**src/rtl/ed_pkg.sv**
```systemverilog
package ed_pkg;
  localparam int DATA_W = 8;
  localparam int PRBS_W = 15;

  typedef struct packed {
    logic [PRBS_W-1:0] state;
    logic [DATA_W-1:0] ks;
  } ks_step_t;

  // One byte worth of generator steps; state bit 0 is stage 1.
  function automatic ks_step_t prbs_step8(input logic [PRBS_W-1:0] s_in);
    ks_step_t r;
    logic [PRBS_W-1:0] s;
    logic fb;
    s = s_in;
    r.ks = '0;
    for (int i = 0; i < DATA_W; i++) begin
      fb = s[13] ^ s[14];
      r.ks[DATA_W-1-i] = fb;
      s = {s[PRBS_W-2:0], fb};
    end
    r.state = s;
    return r;
  endfunction
endpackage

```
**src/rtl/ed_prbs.sv**
```systemverilog
module ed_prbs
  import ed_pkg::*;
#(
  parameter logic [PRBS_W-1:0] SEED = 15'h00A9
) (
  input  logic              clk,
  input  logic              rst_n,
  input  logic              load,
  input  logic              adv,
  output logic [DATA_W-1:0] ks
);
  logic [PRBS_W-1:0] state;
  ks_step_t          nxt;

  assign nxt = prbs_step8(state);
  assign ks  = nxt.ks;

  always_ff @(posedge clk) begin
    if (!rst_n)    state <= SEED;
    else if (load) state <= SEED;
    else if (adv)  state <= nxt.state;
  end


  reload_seed_chk: assert property (@(posedge clk) disable iff (!rst_n)
    load |=> state == SEED);

  hold_state_chk: assert property (@(posedge clk) disable iff (!rst_n)
    (!load && !adv) |=> $stable(state));
endmodule

```
**src/rtl/ed_sync_track.sv**
```systemverilog
module ed_sync_track
  import ed_pkg::*;
#(
  parameter logic [DATA_W-1:0] SYNC_INV = 8'hB8
) (
  input  logic              clk,
  input  logic              rst_n,
  input  logic              in_valid,
  input  logic              in_sop,
  input  logic [DATA_W-1:0] in_data,
  output logic              sync_hit,
  output logic              inv_hit,
  output logic              locked
);
  assign sync_hit = in_valid && in_sop;
  assign inv_hit  = sync_hit && (in_data == SYNC_INV);

  always_ff @(posedge clk) begin
    if (!rst_n)       locked <= 1'b0;
    else if (inv_hit) locked <= 1'b1;
  end


  lock_on_inv_chk: assert property (@(posedge clk) disable iff (!rst_n)
    inv_hit |=> locked);
endmodule

```
**src/rtl/ed_descrambler.sv**
```systemverilog
module ed_descrambler
  import ed_pkg::*;
#(
  parameter logic [DATA_W-1:0] SYNC_NORM = 8'h47,
  parameter logic [DATA_W-1:0] SYNC_INV  = 8'hB8,
  parameter logic [PRBS_W-1:0] SEED      = 15'h00A9
) (
  input  logic              clk,
  input  logic              rst_n,
  input  logic              in_valid,
  input  logic              in_sop,
  input  logic [DATA_W-1:0] in_data,
  input  logic              in_err,
  output logic              out_valid,
  output logic              out_sop,
  output logic [DATA_W-1:0] out_data,
  output logic              out_err,
  output logic              out_descr
);
  logic              sync_hit, inv_hit, trk_locked;
  logic              ks_load, ks_adv;
  logic [DATA_W-1:0] ks_byte;
  logic [DATA_W-1:0] data_d;

  ed_sync_track #(.SYNC_INV(SYNC_INV)) u_track (
    .clk(clk), .rst_n(rst_n), .in_valid(in_valid), .in_sop(in_sop),
    .in_data(in_data), .sync_hit(sync_hit), .inv_hit(inv_hit),
    .locked(trk_locked)
  );

  assign ks_load = inv_hit;
  assign ks_adv  = in_valid && trk_locked && !inv_hit;

  ed_prbs #(.SEED(SEED)) u_prbs (
    .clk(clk), .rst_n(rst_n), .load(ks_load), .adv(ks_adv), .ks(ks_byte)
  );

  always_comb begin
    if (inv_hit)                     data_d = SYNC_NORM;
    else if (sync_hit || !trk_locked) data_d = in_data;
    else                             data_d = in_data ^ ks_byte;
  end

  always_ff @(posedge clk) begin
    if (!rst_n) begin
      out_valid <= 1'b0;
      out_sop   <= 1'b0;
      out_err   <= 1'b0;
      out_descr <= 1'b0;
      out_data  <= '0;
    end else begin
      out_valid <= in_valid;
      out_sop   <= in_valid && in_sop;
      out_err   <= in_valid && in_err;
      out_descr <= in_valid && (trk_locked || inv_hit);
      if (in_valid) out_data <= data_d;
    end
  end


  valid_lat_chk: assert property (@(posedge clk) disable iff (!rst_n)
    in_valid |=> out_valid);

  inv_rewrite_chk: assert property (@(posedge clk) disable iff (!rst_n)
    inv_hit |=> (out_data == SYNC_NORM) && out_descr);

  prelock_pass_chk: assert property (@(posedge clk) disable iff (!rst_n)
    (in_valid && !trk_locked && !inv_hit) |=> (out_data == $past(in_data)) && !out_descr);
endmodule

```
**config.mk**
```make
export PLATFORM = sky130hd
export DESIGN_NAME = ed_descrambler
export DESIGN_NICKNAME = d
export VERILOG_FILES = /design/src/rtl/ed_pkg.sv /design/src/rtl/ed_prbs.sv /design/src/rtl/ed_sync_track.sv /design/src/rtl/ed_descrambler.sv
export SDC_FILE = /design/constraint.sdc
export NUM_CORES = 1
export LEC_CHECK = 0
export BUFFER_PORTS_ARGS = -buffer_cell sky130_fd_sc_hd__buf_2
export CORE_ASPECT_RATIO = 0.7
export CORE_UTILIZATION = 30
export CTS_BUF_LIST = sky130_fd_sc_hd__clkbuf_8
export CTS_CLUSTER_SIZE = 10
export DETAILED_ROUTE_END_ITERATION = 6
export PLACE_DENSITY = 0.48
export REMOVE_ABC_BUFFERS = 1
export SYNTH_ARGS = -nofsm -noshare
export SYNTH_HDL_FRONTEND = slang
export SYNTH_SLANG_ARGS = --single-unit
```
**constraint.sdc**
```tcl
create_clock -name clk -period 1.27 [get_ports clk]
set_input_delay 0.0635 -clock clk [delete_from_list [all_inputs] [get_ports clk]]
set_output_delay 0.0635 -clock clk [all_outputs]
set_load 0.005 [all_outputs]
```
==> qor.txt <==
Post-synth top area share = 0.471
Slew margin rel. = 0.704
Critical Path End Type = flip-flop
Hold Buf Count CTS = 0
GP Congestion = 0.737
H-tree Lvls = 1
Initial drt markers = 33
Slew Viols, Final = 0
Period minus WS final = 1.16 ns
Post-synthesis mux area share = 0
Area of the multi-input gates = 571 sq um
Post-CTS Setup Bufs = 0
Avg WL per Cell = 12.0 microns
Highest clock rate = 862 MHz
Cell row count = 18
Register area share after synthesis = 0.471
Fin crit share = 0.913
Share of cells above drive strength 1 = 0.234
Remaining DRCs = 0
Final nets = 172
Setup violations, final = 0
Max_cap viols = 0
Chip Width = 77.3 microns
Layout Cells excl Fill = 208
CTS sink count = 28
Largest net degree at the start of global routing = 20
First drt pass iteration count = 4
Routed WL = 2490 microns
Via-per-instance ratio = 4.68
Clock Latency Late Sink = 0.27 ns
Detail Route Antenna Nets = 0
Worst-case clock buffer depth = 2
Ys Warns = 0
Clock transition at path regs = 0.09 ns
RSZ-0062 raised after global routing = no
Pleak = 0.000587 uW
Global-route wire length before repair = 4010 microns
Synthesized cell area = 1190 sq um
Io pins = 25
Total core area = 3650 sq um
Ant. Diodes = 0
Maximum VDD drop = 0.625 mV
Via count = 974
Global route overflow = 0
Outcome = finished clean
# port buffers = 24
PostCTS Resize Cnt = 0
Height of the die = 54.7 microns
CTS tree = built
Placed insts = 204
Pwr/cell area = 1090 nW/um^2
CTS buffer count = 3
Synth Area in Adders = 0
Distinct cells, synth = 29
FF/Latch Area = 561 sq um
CP Launch Type = flip-flop
Full die area = 4230 sq um
Number of global-route vias before repair = 861
Top cell type by total area after synthesis = dfxtp_1
Main combinational cell family by area after synthesis = simple AND/OR/NAND/NOR gates
Area Growth Syn to Fin = 20.6%
Final Hold Viols = 0
Synth area leaders = dfxtp_1, nand2_1, xor2_1
Detail Placement HPWL = 1900 microns
Avg Synthesized Cell Area = 8.95 sq um
FILL cells = 389
Critical path class = reg -> reg
Setup TNS = 0 ns
Total GRT Usage = 0.128
Worst clock skew = 0.00286 ns
Initial antenna violation count = 0
Root buf cell = clkbuf_8
Worst-Margin Slew = 0.443 ns
Worst Hold Class = in -> reg
Worst Path Required = 1.44 ns
Arrival @ worst endpoint = 1.33 ns
Starting Density = 0.326
Yosys reg bits = 28
Compound-gate portion of the synthesized area = 0.126
Mapped Cells = 133
Synth Area in XOR/XNOR = 0.118
Final core occ = 0.393
Crit path max fanout = 5
Simple-Gate Fraction of Synth Area = 0.236
[where the power goes]
group          switching [uW]  internal (uW)
Sequential               7.91            898
Clock                     266            277
Combinational            60.0           56.1
Total                     334           1230
[kinds of logic (layout without fill, tap and decap cells)]
kind of cell / Yosys count / in the layout
compound gates: 25 / 25
xor+xnor: 16 / 16
buf+inv: 9 / 34
flops: 28 / 28
simple gates: 55 / 55
[synth_stat cells (all sizes together)]
library cell and number:
nand2 29, dfxtp 28, xor2 11, o21ai 8, a21oi 7, nor2 6, buf 5, xnor2 5
a31oi 4, nand3b 4, nand4 4, nor3 4, a21boi 3, clkbuf 3, a211oi 2, and2 2
and3 2, and4b 1, inv 1, nand2b 1, nor2b 1, nor4b 1, o2111ai 1
[metal layers]
| metal | wire length, microns | track usage |
|---|---|---|
| met4 | 0 | 0.0283 |
| met5 | 0 | 0 |
| met3 | 164 | 0.0417 |
| met1 | 1340 | 0.174 |
| met2 | 990 | 0.196 |
[cell type report]
type / instances / share of cell area
Timing Repair Buffer: 29 / 0.127
Tap cell: 50 / 0.0436
Sequential cell: 28 / 0.391
Clock buffer: 4 / 0.0384
Inverter: 1 / 0.00262
Multi-Input combinational cell: 96 / 0.398
[cells in the final DEF (no fill, tap or decap), drive strengths merged]
cell / instances
buf: 29
xnor2: 5
nand3b: 4
nor2b: 1
dfxtp: 28
a21oi: 7
and3: 2
a21boi: 3
nor2: 6
nor4b: 1
inv: 1
xor2: 11
o21ai: 8
nand2b: 1
o2111ai: 1
clkbuf: 4
nand2: 29
nand4: 4
and2: 2
and4b: 1
a31oi: 4
a211oi: 2
nor3: 4
[stage by stage]
stage               setup WS (ns)  instance area, sq um  total power (uW)  hold slack [ns]
floorplan                   0.150                  1130               965            0.137
global placement            0.107                  1380              1040            0.298
detailed placement         0.0633                  1380              1040            0.320
CTS                         0.110                  1440              1600           0.0293
global route               0.0184                  1440              1640           0.0215
finish                      0.110                  1440              1570           0.0329
[registers in the layout, indices dropped and copies added (netlist names)]
name,cells
out_descr,1
u_track.locked,1
out_data,8
out_valid,1
out_sop,1
out_err,1
u_prbs.state,15
[worst paths after layout]
kind	from	endpoint	slack, ns	cells after the start
max reg2reg	u_track.locked	out_data[4]	0.11	4
max	u_track.locked	out_data[4]	0.11	4
min reg2reg	u_prbs.state[5]	u_prbs.state[13]	0.46	2
min	in_err	out_err	0.03	2
[worst max-delay path, cell delays in order (launching register included)]
cell and delay [ns]:
dfxtp_1 0.39, inv_1 0.10, nor3_1 0.33, xnor2_1 0.15, o21ai_0 0.08
No activity file was read; power rests on OpenSTA's default activity.
